`src/rtl/extint_pkg.sv`:
```
package extint_pkg;

    typedef enum logic [1:0] {
        TRIG_LOW  = 2'b00,
        TRIG_HIGH = 2'b01,
        TRIG_RISE = 2'b10,
        TRIG_FALL = 2'b11
    } trig_e;

    typedef struct packed {
        logic now;
        logic old;
    } pin_hist_t;

    function automatic logic trig_match(trig_e sel, pin_hist_t h);
        logic r;
        case (sel)
            TRIG_LOW:  r = !h.now;
            TRIG_HIGH: r = h.now;
            TRIG_RISE: r = h.now && !h.old;
            default:   r = !h.now && h.old;
        endcase
        return r;
    endfunction

endpackage

```
`src/rtl/extint_sync.sv`:
```
module extint_sync #(
    parameter int NCH = 8
) (
    input  logic           clk,
    input  logic           rst,
    input  logic [NCH-1:0] pin,
    output logic [NCH-1:0] cur,
    output logic [NCH-1:0] prv
);
    logic [NCH-1:0] meta_q;
    logic [NCH-1:0] cur_q;
    logic [NCH-1:0] prv_q;

    always_ff @(posedge clk) begin
        if (rst) begin
            meta_q <= '0;
            cur_q  <= '0;
            prv_q  <= '0;
        end else begin
            meta_q <= pin;
            cur_q  <= meta_q;
            prv_q  <= cur_q;
        end
    end

    assign cur = cur_q;
    assign prv = prv_q;
endmodule

```
`src/rtl/extint_detect.sv`:
```
module extint_detect
    import extint_pkg::*;
#(
    parameter int NCH = 8
) (
    input  logic [2*NCH-1:0] sel,
    input  logic [NCH-1:0]   cur,
    input  logic [NCH-1:0]   prv,
    output logic [NCH-1:0]   hit
);
    for (genvar n = 0; n < NCH; n++) begin : g_ch
        pin_hist_t h;
        trig_e     t;
        assign h.now = cur[n];
        assign h.old = prv[n];
        assign t     = trig_e'(sel[2*n +: 2]);
        assign hit[n] = trig_match(t, h);
    end
endmodule

```
`src/rtl/extint_regs.sv`:
```
module extint_regs #(
    parameter int          NCH  = 8,
    parameter int          AW   = 8,
    parameter logic [AW-1:0] BASE = 8'h30
) (
    input  logic             clk,
    input  logic             rst,
    input  logic [AW-1:0]    addr,
    input  logic             wr,
    input  logic [7:0]       wdata,
    input  logic [NCH-1:0]   hit,
    output logic [7:0]       rdata,
    output logic [NCH-1:0]   en,
    output logic [NCH-1:0]   flags,
    output logic [2*NCH-1:0] sel
);
    localparam int MODE_BYTES = (2 * NCH + 7) / 8;
    localparam int MODE_W     = MODE_BYTES * 8;
    localparam logic [AW-1:0] A_EN    = BASE;
    localparam logic [AW-1:0] A_CAUSE = BASE + AW'(1);
    localparam logic [AW-1:0] A_MODE0 = BASE + AW'(2);

    logic [NCH-1:0]    en_q;
    logic [NCH-1:0]    flag_q;
    logic [MODE_W-1:0] mode_q;
    logic [NCH-1:0]    clr_mask;

    always_comb begin
        clr_mask = '0;
        if (wr && addr == A_CAUSE) clr_mask = ~wdata[NCH-1:0];
    end

    always_ff @(posedge clk) begin
        if (rst) begin
            en_q   <= '0;
            flag_q <= '0;
        end else begin
            if (wr && addr == A_EN) en_q <= wdata[NCH-1:0];
            flag_q <= hit | (flag_q & ~clr_mask);
        end
    end

    for (genvar b = 0; b < MODE_BYTES; b++) begin : g_mode
        always_ff @(posedge clk) begin
            if (rst) mode_q[8*b +: 8] <= '0;
            else if (wr && addr == A_MODE0 + AW'(b)) mode_q[8*b +: 8] <= wdata;
        end
    end

    always_comb begin
        rdata = '0;
        if (addr == A_EN)    rdata[NCH-1:0] = en_q;
        if (addr == A_CAUSE) rdata[NCH-1:0] = flag_q;
        for (int b = 0; b < MODE_BYTES; b++) begin
            if (addr == A_MODE0 + AW'(b)) rdata = mode_q[8*b +: 8];
        end
    end

    assign en    = en_q;
    assign flags = flag_q;
    assign sel   = mode_q[2*NCH-1:0];
endmodule

```
`src/rtl/extint_ctrl.sv`:
```
module extint_ctrl #(
    parameter int            NCH  = 8,
    parameter int            AW   = 8,
    parameter logic [AW-1:0] BASE = 8'h30
) (
    input  logic           clk,
    input  logic           rst,
    input  logic [NCH-1:0] req_in,
    input  logic [AW-1:0]  reg_addr,
    input  logic           reg_wr,
    input  logic [7:0]     reg_wdata,
    output logic [7:0]     reg_rdata,
    output logic           irq_out
);
    logic [NCH-1:0]   cur_s;
    logic [NCH-1:0]   prv_s;
    logic [NCH-1:0]   hit_s;
    logic [NCH-1:0]   en_s;
    logic [NCH-1:0]   flag_s;
    logic [2*NCH-1:0] sel_s;
    logic             irq_q;

    extint_sync #(.NCH(NCH)) sync_i (
        .clk(clk), .rst(rst), .pin(req_in), .cur(cur_s), .prv(prv_s)
    );

    extint_detect #(.NCH(NCH)) det_i (
        .sel(sel_s), .cur(cur_s), .prv(prv_s), .hit(hit_s)
    );

    extint_regs #(.NCH(NCH), .AW(AW), .BASE(BASE)) regs_i (
        .clk(clk), .rst(rst), .addr(reg_addr), .wr(reg_wr), .wdata(reg_wdata),
        .hit(hit_s), .rdata(reg_rdata), .en(en_s), .flags(flag_s), .sel(sel_s)
    );

    always_ff @(posedge clk) begin
        if (rst) irq_q <= 1'b0;
        else     irq_q <= |(flag_s & en_s);
    end

    assign irq_out = irq_q;
endmodule

```
`config.mk`:
```
export PLATFORM = sky130hd
export DESIGN_NAME = extint_ctrl
export DESIGN_NICKNAME = d
export VERILOG_FILES = /design/src/rtl/extint_pkg.sv /design/src/rtl/extint_sync.sv /design/src/rtl/extint_detect.sv /design/src/rtl/extint_regs.sv /design/src/rtl/extint_ctrl.sv
export SDC_FILE = /design/constraint.sdc
export NUM_CORES = 1
export LEC_CHECK = 0
export CAP_MARGIN = 5
export CORE_ASPECT_RATIO = 0.8
export CORE_MARGIN = 2
export CORE_UTILIZATION = 35
export CTS_CLUSTER_SIZE = 40
export DETAILED_ROUTE_END_ITERATION = 6
export DONT_BUFFER_PORTS = 1
export PLACE_DENSITY = 0.55
export SLEW_MARGIN = 20
export SYNTH_ARGS = -nofsm -noshare
export SYNTH_HDL_FRONTEND = slang
export SYNTH_SLANG_ARGS = --single-unit
export TNS_END_PERCENT = 30
```
`constraint.sdc`:
```
create_clock -name clk -period 1.55 [get_ports clk]
set_input_delay 0.0775 -clock clk [delete_from_list [all_inputs] [get_ports clk]]
set_output_delay 0.0775 -clock clk [all_outputs]
set_load 0.05 [all_outputs]
```
==> flow_metrics.py, run 1 <==
metrics = {
    "synth": {
        "ys.warnings.count": 0,
        "synth_top_area_share": 0.433,
        "syn_avg_cell_area_um2": 10.7,
        "synthTopCellsByArea": "dfxtp_1 43%, nand2b_1 12%, mux2i_1 9.1%",
        "syn_area_um2": 2640,
        "synth_seq_area_share": 0.433,
        "synth.ff_latch_count": 57,
        "synth_top_cell_by_area": "dfxtp_1",
        "synth_fp_nets": 274,
        "synth.distinct_cells": 28,
        "syn_inst": 247,
    },
    "final_layout": {
        "layout_common_cells": "49 x nand2b_1, 41 x dfxtp_1, 28 x nor2b_1, 24 x mux2i_1, 19 x dlygate4sd3_1",
        "fill_cells": 704,
        "layout.nets": 309,
        "stdcell_area_um2": 3380,
        "synthToLayoutAreaGrowth_pct": 28.1,
        "final_common_cell": "nand2b_1",
        "multi_input_area_um2": 1440,
        "n_antenna_cell": 0,
        "layout-drive-gt1-share": 0.258,
        "final-seq-area_um2": 1170,
    },
    "detailed_routing": {
        "dr.pass1.iters": 4,
        "dr.first_iter.drc_count": 95,
        "num_vias": 1925,
        "drcViolationCount": 0,
        "routed_wl_um": 6100,
        "vias_per_cell": 5.11,
        "wl_per_cell_um": 16.2,
        "ant_nets": 0,
    },
    "timing": {
        "hold_viol_final": 0,
        "setup_viol": 0,
        "slew_violations": 0,
        "worstMarginPinSlew_ns": 0.518,
        "period_minus_slack_ns": 1.55,
        "fin_skew_ns": 0.00689,
        "fmax_mhz": 647,
        "max_slew_margin": 0.654,
        "grt_setup_unrepaired": "yes",
        "post-route-period-util": 0.998,
    },
    "floorplanning": {
        "die_w_um": 101,
        "die_h_um": 81.6,
        "row_count": 28,
        "start_util": 0.358,
        "io_pins": 36,
        "core_um2": 7360,
        "die-area_um2": 8240,
    },
    "setup_path": {
        "cp.required_ns": 1.47,
        "cp-end-kind": "output port",
        "critical_path.top_delay_family": "multiplexers",
        "start_kind": "register",
        "worstPathArrival_ns": 1.47,
        "crit_end": "reg_rdata[2]",
        "crit_path_cell_trace": "mux4_2, nor2b_1, buf_6",
        "cp_max_fo": 4,
        "crit_buf_inv": 1,
        "cpPeakStageDelay_ns": 0.45,
        "crit_type": "register to output port",
        "reg2reg_slack_ns": 0.43,
        "ff2ff_path_depth": 4,
        "r2r-end": "regs_i.flags[1]",
        "cp_slowest_cell": "mux4_2",
        "r2r_start": "regs_i.sel[3]",
        "worst-path-stages": 3,
        "crit_start": "regs_i.sel[10]",
    },
    "global_route": {
        "antenna_found_initial": 0,
        "overflow": 0,
        "grt_pass1_vias": 1881,
        "grt_max_degree": 63,
        "grt_pass1_wl_um": 9940,
        "track_usage": 0.163,
    },
    "pwr": {
        "power_density_nw_per_um2": 1020,
        "leakagePower_nw": 1.28,
        "finalPower_mw": 3.43,
        "peakVddDrop_uv": 687,
    },
    "flow_run": {
        "max_cap_violations": 0,
    },
    "clock_tree": {
        "numCtsBuffers": 9,
        "clkTransAtPathRegs_ns": 0.06,
        "clkLatencyLatePin_ns": 0.34,
        "clk_path_buf_depth": 2,
        "cts_tree": "built",
        "cts_root_buffer": "clkbuf_8",
        "cts.sinks": 57,
        "htree_num_levels": 3,
    },
    "hold_path": {
        "hold_path_class": "input port to register",
    },
    "placement": {
        "post_dp_cell_area_um2": 2800,
        "place.port_buffers": 0,
        "hpwl_um": 3710,
        "gp_congestion": 0.800,
    },
    "run_status": {
        "outcome": "finished clean",
    },
}
## cells in the mapped netlist
library cell	n
a32o_1	6
buf_6	1
or2_4	1
clkbuf_1	9
and3b_1	2
o21ba_2	6
a21oi_1	6
nor4_4	1
mux2i_1	24
or3_1	1
nand2_1	1
dfxtp_1	57
nand2b_1	49
o21ai_0	2
o41ai_1	8
or2_2	1
xnor2_1	2
nor3b_1	2
mux4_2	8
a31oi_1	2
nor2b_1	32
buf_2	6
a41oi_1	1
nand3_1	1
nand3b_1	12
nand4bb_1	1
or4_1	1
a22oi_1	4
## worst min path at each step
stage	start	to	slack, ns	cells after the start
floorplan	req_in[0]	sync_i.meta_q[0]	0.21	1
global placement	rst	sync_i.meta_q[1]	0.15	1
detailed placement	rst	sync_i.meta_q[2]	0.15	1
CTS	reg_addr[0]	regs_i.flags[4]	0.0008	3
global route	reg_addr[0]	regs_i.flags[1]	0.006	3
finish	reg_addr[0]	regs_i.flags[4]	0.02	3
## layer usage
layer  track usage  vias to the layer above  part of all wire
li1              -                      953                 -
met1         0.224                      926              0.54
met2         0.236                       39              0.40
met3        0.0647                        7             0.053
met4        0.0486                        0             0.012
met5             0                        -                 0
## worst reg2reg max path: cells and delay by family, from the launching register on
family                 cells  cell delay (ns)
flip-flops                 1             0.35
AO/OA/AOI/OAI              3             0.58
buffers and inverters      1             0.14
## stage by stage
step | setup WS (ns) | util | hold slack [ns] | std cells | setup TNS, ns
detailed placement | 0.130 | 0.381 | 0.155 | 334 | 0
finish | 0.00341 | 0.459 | 0.0170 | 377 | 0
CTS | -0.0131 | 0.452 | 0.000802 | 373 | -0.0254
global placement | 0.154 | 0.381 | 0.154 | 334 | 0
floorplan | -0.0343 | - | 0.206 | 247 | -0.206
global route | -0.0407 | 0.459 | 0.00598 | 377 | -0.253
## sequential cells by signal, indices dropped and copies added, names as in the netlist
register       flops
regs_i.sel        16
regs_i.en          8
regs_i.flags       8
sync_i.cur         8
sync_i.meta_q      8
sync_i.prv         8
irq_out            1
## kinds of logic after synthesis
group | share of synthesized area
DFF | 0.433
muxes | 0.160
xor gates and xnor gates | 0.00665
and+or+nand+nor | 0.265
buffers and inverters | 0.0285
AOI/OAI and AO/OA | 0.107
## repair_timing
item | CTS | global route
gates cloned | 0 | 0
buffers inserted | 3 | 4
hold buffers | 20 | 0
endpoints found under the setup margin | 7 | 8
gates resized for setup | 20 | 11
endpoints found under the hold margin | 57 | 0
## report_power, final
part           switching (mW)  internal, mW
sequential             0.0245          1.50
combinational          0.0847         0.124
clock                   0.596          1.10
total                   0.705          2.72
## layout make-up
class                      count  area share
multi-input combinational    174       0.426
sequential                    57       0.348
timing repair buffer          40       0.121
clock buffer                  10      0.0408
tap                           90      0.0334
clock inverter                 6      0.0311
No activity file was read; power rests on OpenSTA's default activity.
==> run 2, diff against run 1 <==
Settings changed: ABC_AREA set to 1, CORE_UTILIZATION 35 to 62, CTS_CLUSTER_DIAMETER set to 100, PLACE_DENSITY 0.55 to 0.84.
==> run 2 against run 1 <==
  * Combinational power fell by 23%
  * Hold slack improved by 0.020 ns
  * Clock power decreased by 24%
  * First-iteration DRC count is 9.5% higher
  * Cell area decreased by 14%
  * Power shrank 13%
  * Sequential power about the same
  * Area after synthesis shrank 7.2%
==> flow_metrics.py, run 2 <==
metrics = {
    "setup_path": {
        "ff2ff_path_depth": 4,
        "start_kind": "input port",
        "r2r-end": "regs_i.flags[3]",
        "worstPathArrival_ns": 1.49,
        "reg2reg_slack_ns": 0.45,
        "cp_max_fo": 24,
        "crit_type": "input port to register",
        "r2r_start": "regs_i.sel[7]",
        "cp-end-kind": "register",
        "cp.required_ns": 1.77,
    },
    "clock_tree": {
        "htree_num_levels": 3,
        "cts_tree": "built",
        "holdBufCountCts": 18,
        "numCtsBuffers": 9,
        "clkTransAtPathRegs_ns": 0.06,
        "cts_root_buffer": "clkbuf_8",
        "clk_path_buf_depth": 2,
        "clkLatencyLatePin_ns": 0.34,
        "cts.sinks": 57,
        "cts_resized": 0,
        "cts_setup_buffers": 0,
    },
    "synth": {
        "ys_top_cells_by_count": "85 x nand2_1, 57 x dfxtp_1, 43 x inv_1, 42 x nor2_1, 26 x nand3_1",
        "synth_top_family_by_area": "simple AND/OR/NAND/NOR gates",
        "synthTopCellsByArea": "dfxtp_1 47%, nand2_1 13%, inv_1 6.6%",
        "synth.ff_latch_count": 57,
        "synth_top_cell_by_area": "dfxtp_1",
        "syn_avg_cell_area_um2": 7.19,
        "yosysMostFrequentCell": "nand2_1",
        "synth-async-reset-ratio": 0,
        "syn_area_um2": 2440,
        "synth_seq_area_share": 0.467,
        "synth_fp_nets": 367,
        "synth.mux.area_fraction": 0,
        "synth_top_area_share": 0.467,
        "synthXorXnorAreaFrac": 0.0287,
        "yosys.area_share.simple": 0.309,
        "synth.distinct_cells": 19,
        "ys.warnings.count": 0,
        "synth_compound_area_frac": 0.101,
        "ys.flop_type": "dfxtp_1",
        "synthAdderAreaFrac": 0,
        "syn_inst": 340,
        "synth_edf_count": 0,
    },
    "global_route": {
        "track_usage": 0.273,
        "antenna_found_initial": 0,
        "overflow": 0,
        "grt_max_degree": 49,
        "grt_pass1_vias": 2064,
        "grt_pass1_wl_um": 8890,
    },
    "placement": {
        "place_ws_ns": 0.340,
        "gp_congestion": 0.843,
        "hpwl_um": 3490,
        "place.port_buffers": 0,
        "post_dp_cell_area_um2": 2510,
    },
    "timing": {
        "grt_setup_unrepaired": "no",
        "slew_violations": 0,
        "worstMarginPinSlew_ns": 0.839,
        "period_minus_slack_ns": 1.27,
        "setup_viol": 0,
        "fin_skew_ns": 0.00434,
        "post-route-period-util": 0.818,
        "hold_viol_final": 0,
        "max_slew_margin": 0.439,
        "tns_ns": 0,
        "setup_slack_ns": 0.283,
        "fmax_mhz": 789,
    },
    "final_layout": {
        "final-seq-area_um2": 1140,
        "stdcell_area_um2": 2890,
        "multi_input_area_um2": 1070,
        "synthToLayoutAreaGrowth_pct": 18.3,
        "largest_reg_flops": 16,
        "n_antenna_cell": 0,
        "final_common_cell": "nand2_1",
        "fill_cells": 291,
        "layout_common_cells": "85 x nand2_1, 57 x dfxtp_1, 43 x inv_1, 42 x nor2_1, 26 x nand3_1",
        "layout-drive-gt1-share": 0.0889,
        "layout.nets": 393,
    },
    "floorplanning": {
        "die-area_um2": 4460,
        "die_w_um": 74.2,
        "core_um2": 3780,
        "start_util": 0.647,
        "die_h_um": 60.2,
        "row_count": 20,
        "io_pins": 36,
    },
    "detailed_routing": {
        "routed_wl_um": 5470,
        "wl_per_cell_um": 12.8,
        "dr.first_iter.drc_count": 104,
        "num_vias": 2265,
        "dr.pass1.iters": 5,
        "drcViolationCount": 0,
        "ant_nets": 0,
        "vias_per_cell": 5.32,
    },
    "flow_run": {
        "max_cap_violations": 0,
    },
    "run_status": {
        "outcome": "finished clean",
    },
    "hold_path": {
        "hp-start": "reg_wr",
        "holdPathEnd": "regs_i.en[4]",
        "whs_path_depth": 3,
        "hold_path_class": "input port to register",
    },
    "pwr": {
        "leakagePower_nw": 1.21,
        "peakVddDrop_uv": 1010,
        "power_density_nw_per_um2": 1030,
    },
}
run 2: layout make-up:
type,count,area share
sequential,57,0.395
multi-input combinational,228,0.371
clock inverter,2,0.00346
tap,55,0.0238
clock buffer,14,0.0632
timing repair buffer,26,0.0865
inverter,44,0.0576
run 2: worst max path at each step:
| stage | startpoint | to | slack, ns | cells past startpoint |
|---|---|---|---|---|
| 5_1_grt | reg_wr | regs_i.flags[5] | 0.18 | 4 |
| 4_1_cts | regs_i.sel[4] | reg_rdata[4] | 0.31 | 3 |
| 3_5_place_dp | reg_addr[7] | regs_i.sel[8] | 0.34 | 6 |
| 3_3_place_gp | reg_addr[7] | regs_i.sel[8] | 0.36 | 6 |
| 6_report | reg_wr | regs_i.flags[3] | 0.28 | 4 |
| 2_1_floorplan | reg_addr[7] | reg_rdata[1] | 0.36 | 6 |
run 2: routing by layer:
layer / global-route usage / wire, um
met3: 0.115 / 457
met1: 0.305 / 2270
met2: 0.469 / 2650
met5: 0 / 0
met4: 0.0935 / 96
run 2: kinds of logic after synthesis:
kind of cell	after synthesis
buffers and inverters	55
AOI/OAI and AO/OA	49
xor gates and xnor gates	8
DFF	57
and+or+nand+nor	171
run 2: power breakdown:
| part | switching [mW] | leakage, nW | internal [mW] |
|---|---|---|---|
| sequential | 0.0199 | 0.466 | 1.51 |
| combinational | 0.0946 | 0.638 | 0.0659 |
| clock | 0.549 | 0.102 | 0.749 |
| total | 0.664 | 1.21 | 2.32 |
run 2: worst max-delay path, cell delays in order:
cell and delay, ns:
dlygate4sd3_1 1.08, nand3_1 0.14, nand2_1 0.11, a21oi_1 0.06
run 2: metrics by stage:
step / std cells / hold WS, ns / utilization / total power [mW]
6_report: 426 / 0.0366 / 0.765 / 2.98
5_1_grt: 426 / 0.0284 / 0.765 / 3.11
4_1_cts: 426 / 0.0113 / 0.765 / 3.02
3_5_place_dp: 392 / 0.153 / 0.664 / 1.64
3_3_place_gp: 392 / 0.149 / 0.664 / 1.63
2_1_floorplan: 340 / 0.184 / - / 1.65
==> run 3, diff against run 2 <==
Settings changed: ABC_AREA 1 to 0, CORE_UTILIZATION 62 to 56, PLACE_DENSITY 0.84 to 0.8.
Clock period 1.55 ns to 1.02 ns, I/O delays scaled along.
==> run 3 against run 2 <==
  * The flow now finishes with violations (negative hold slack, negative setup slack)
  * Final cell count down 13%
  * Via count down 8.8%
  * Setup slack worse by 0.74 ns
  * Flip-flop and latch count unchanged
  * Clock skew up 0.0025 ns
  * Combinational power up 97%
  * Register-to-register slack worse by 0.54 ns
  * Clock power up 34%
  * Critical path depth down 1
  * Power up 47%
  * Largest cell class is now multi-input combinational cells
  * Highest routed layer unchanged
==> flow_metrics.py, run 3 (synthesized netlist as in run 1, its figures left out) <==
metrics = {
    "timing": {
        "worstMarginPinSlew_ns": 0.467,
        "fin_skew_ns": 0.00688,
        "period_minus_slack_ns": 1.48,
        "setup_slack_ns": -0.456,
        "hold_viol_final": 49,
        "setup_viol": 12,
        "slew_violations": 0,
        "max_slew_margin": 0.684,
        "post-route-period-util": 1.45,
        "fmax_mhz": 677,
        "grt_setup_unrepaired": "yes",
        "hold_ws_ns": -0.212,
    },
    "hold_path": {
        "hold_path_class": "input port to register",
        "whs_path_depth": 1,
    },
    "setup_path": {
        "crit_type": "register to output port",
        "cp_max_fo": 2,
        "cp-end-kind": "output port",
        "start_kind": "register",
        "ff2ff_path_depth": 4,
        "cp.required_ns": 0.97,
        "worstPathArrival_ns": 1.43,
    },
    "placement": {
        "gp_congestion": 0.879,
        "place_ws_ns": -0.298,
        "post_dp_cell_area_um2": 3210,
        "place_inst": 342,
        "hpwl_um": 4240,
        "place.port_buffers": 0,
    },
    "floorplanning": {
        "start_util": 0.577,
        "core_um2": 4570,
        "io_pins": 36,
        "die_h_um": 65.4,
        "row_count": 22,
        "die-area_um2": 5270,
        "die_w_um": 80.7,
    },
    "run_status": {
        "violations": "negative hold slack, negative setup slack",
        "outcome": "finished, violations left",
    },
    "global_route": {
        "grt_pass1_vias": 2115,
        "grt_max_degree": 66,
        "overflow": 0,
        "grt_pass1_wl_um": 10300,
        "track_usage": 0.267,
        "antenna_found_initial": 0,
    },
    "final_layout": {
        "layout-drive-gt1-share": 0.353,
        "stdcell_count": 369,
        "layout.nets": 332,
        "stdcell_area_um2": 3550,
        "fill_cells": 309,
        "final_common_cell": "nand2b_1",
        "synthToLayoutAreaGrowth_pct": 34.6,
        "largest_reg_flops": 16,
        "layout_common_cells": "48 x nand2b_1, 44 x dfxtp_1, 41 x buf_4, 24 x mux2i_1, 24 x nor2b_1",
        "n_antenna_cell": 0,
    },
    "detailed_routing": {
        "drcViolationCount": 0,
        "vias_per_cell": 5.60,
        "ant_nets": 0,
        "num_vias": 2065,
        "routed_wl_um": 6300,
        "dr.pass1.iters": 4,
        "wl_per_cell_um": 17.1,
        "dr.first_iter.drc_count": 112,
    },
    "clock_tree": {
        "htree_num_levels": 3,
        "cts_tree": "built",
        "clkLatencyLatePin_ns": 0.34,
        "cts_root_buffer": "clkbuf_8",
        "cts.sinks": 57,
        "clk_path_buf_depth": 2,
        "clkTransAtPathRegs_ns": 0.06,
        "numCtsBuffers": 9,
    },
    "pwr": {
        "peakVddDrop_uv": 1270,
        "leakagePower_nw": 1.41,
        "power_density_nw_per_um2": 1240,
    },
    "flow_run": {
        "max_cap_violations": 0,
    },
}
## run 3: worst paths after layout
kind                     from         endpoint  slack (ns)
max              regs_i.en[0]     reg_rdata[0]       -0.46
max reg2reg     regs_i.sel[3]  regs_i.flags[1]       -0.09
min reg2reg  sync_i.meta_q[3]    sync_i.cur[3]        0.44
min                       rst  regs_i.flags[0]       -0.21
## run 3: final cells by class
class,instances,area (um2),area share
clock buffers,15,156,0.0441
repair buffers,63,622,0.175
well taps,60,75.1,0.0212
flip-flops and latches,57,1160,0.326
multi-input cells,174,1540,0.433
## run 3: timing repair
| action | 4_1_cts | 5_1_grt |
|---|---|---|
| hold endpoints to repair | 57 | 49 |
| pin swaps | 3 | 3 |
| resized for setup | 13 | 13 |
| buffers inserted | 1 | 1 |
| setup endpoints to repair | 15 | 17 |
| hold buffers | 8 | 2 |
## run 3: layer usage
layer  global-route usage  share of wire  vias up
met5                    0              0        -
met3               0.0975          0.088       10
li1                     -              -      994
met1                0.333           0.42      989
met4               0.0953          0.014        0
met2                0.428           0.48       72
## run 3: metrics by stage
| step | power (mW) | util | TNS (ns) |
|---|---|---|---|
| after CTS | 4.41 | 0.760 | -3.80 |
| after global placement | 2.63 | 0.702 | -5.21 |
| after global routing | 4.57 | 0.776 | -4.15 |
| after floorplan | 2.61 | - | -5.68 |
| after detailed placement | 2.64 | 0.702 | -6.21 |
| final | 4.38 | 0.776 | -3.67 |
## run 3: power by group
group	switching [mW]	total (mW)	internal, mW
sequential	0.0360	2.32	2.29
clock	0.804	1.74	0.939
combinational	0.109	0.315	0.206
total	0.949	4.38	3.43
## run 3: critical path, cell delays in order (launching register included)
cell and delay (ns):
dfxtp_1 0.33, mux4_2 0.47, nor2b_4 0.15, buf_12 0.14
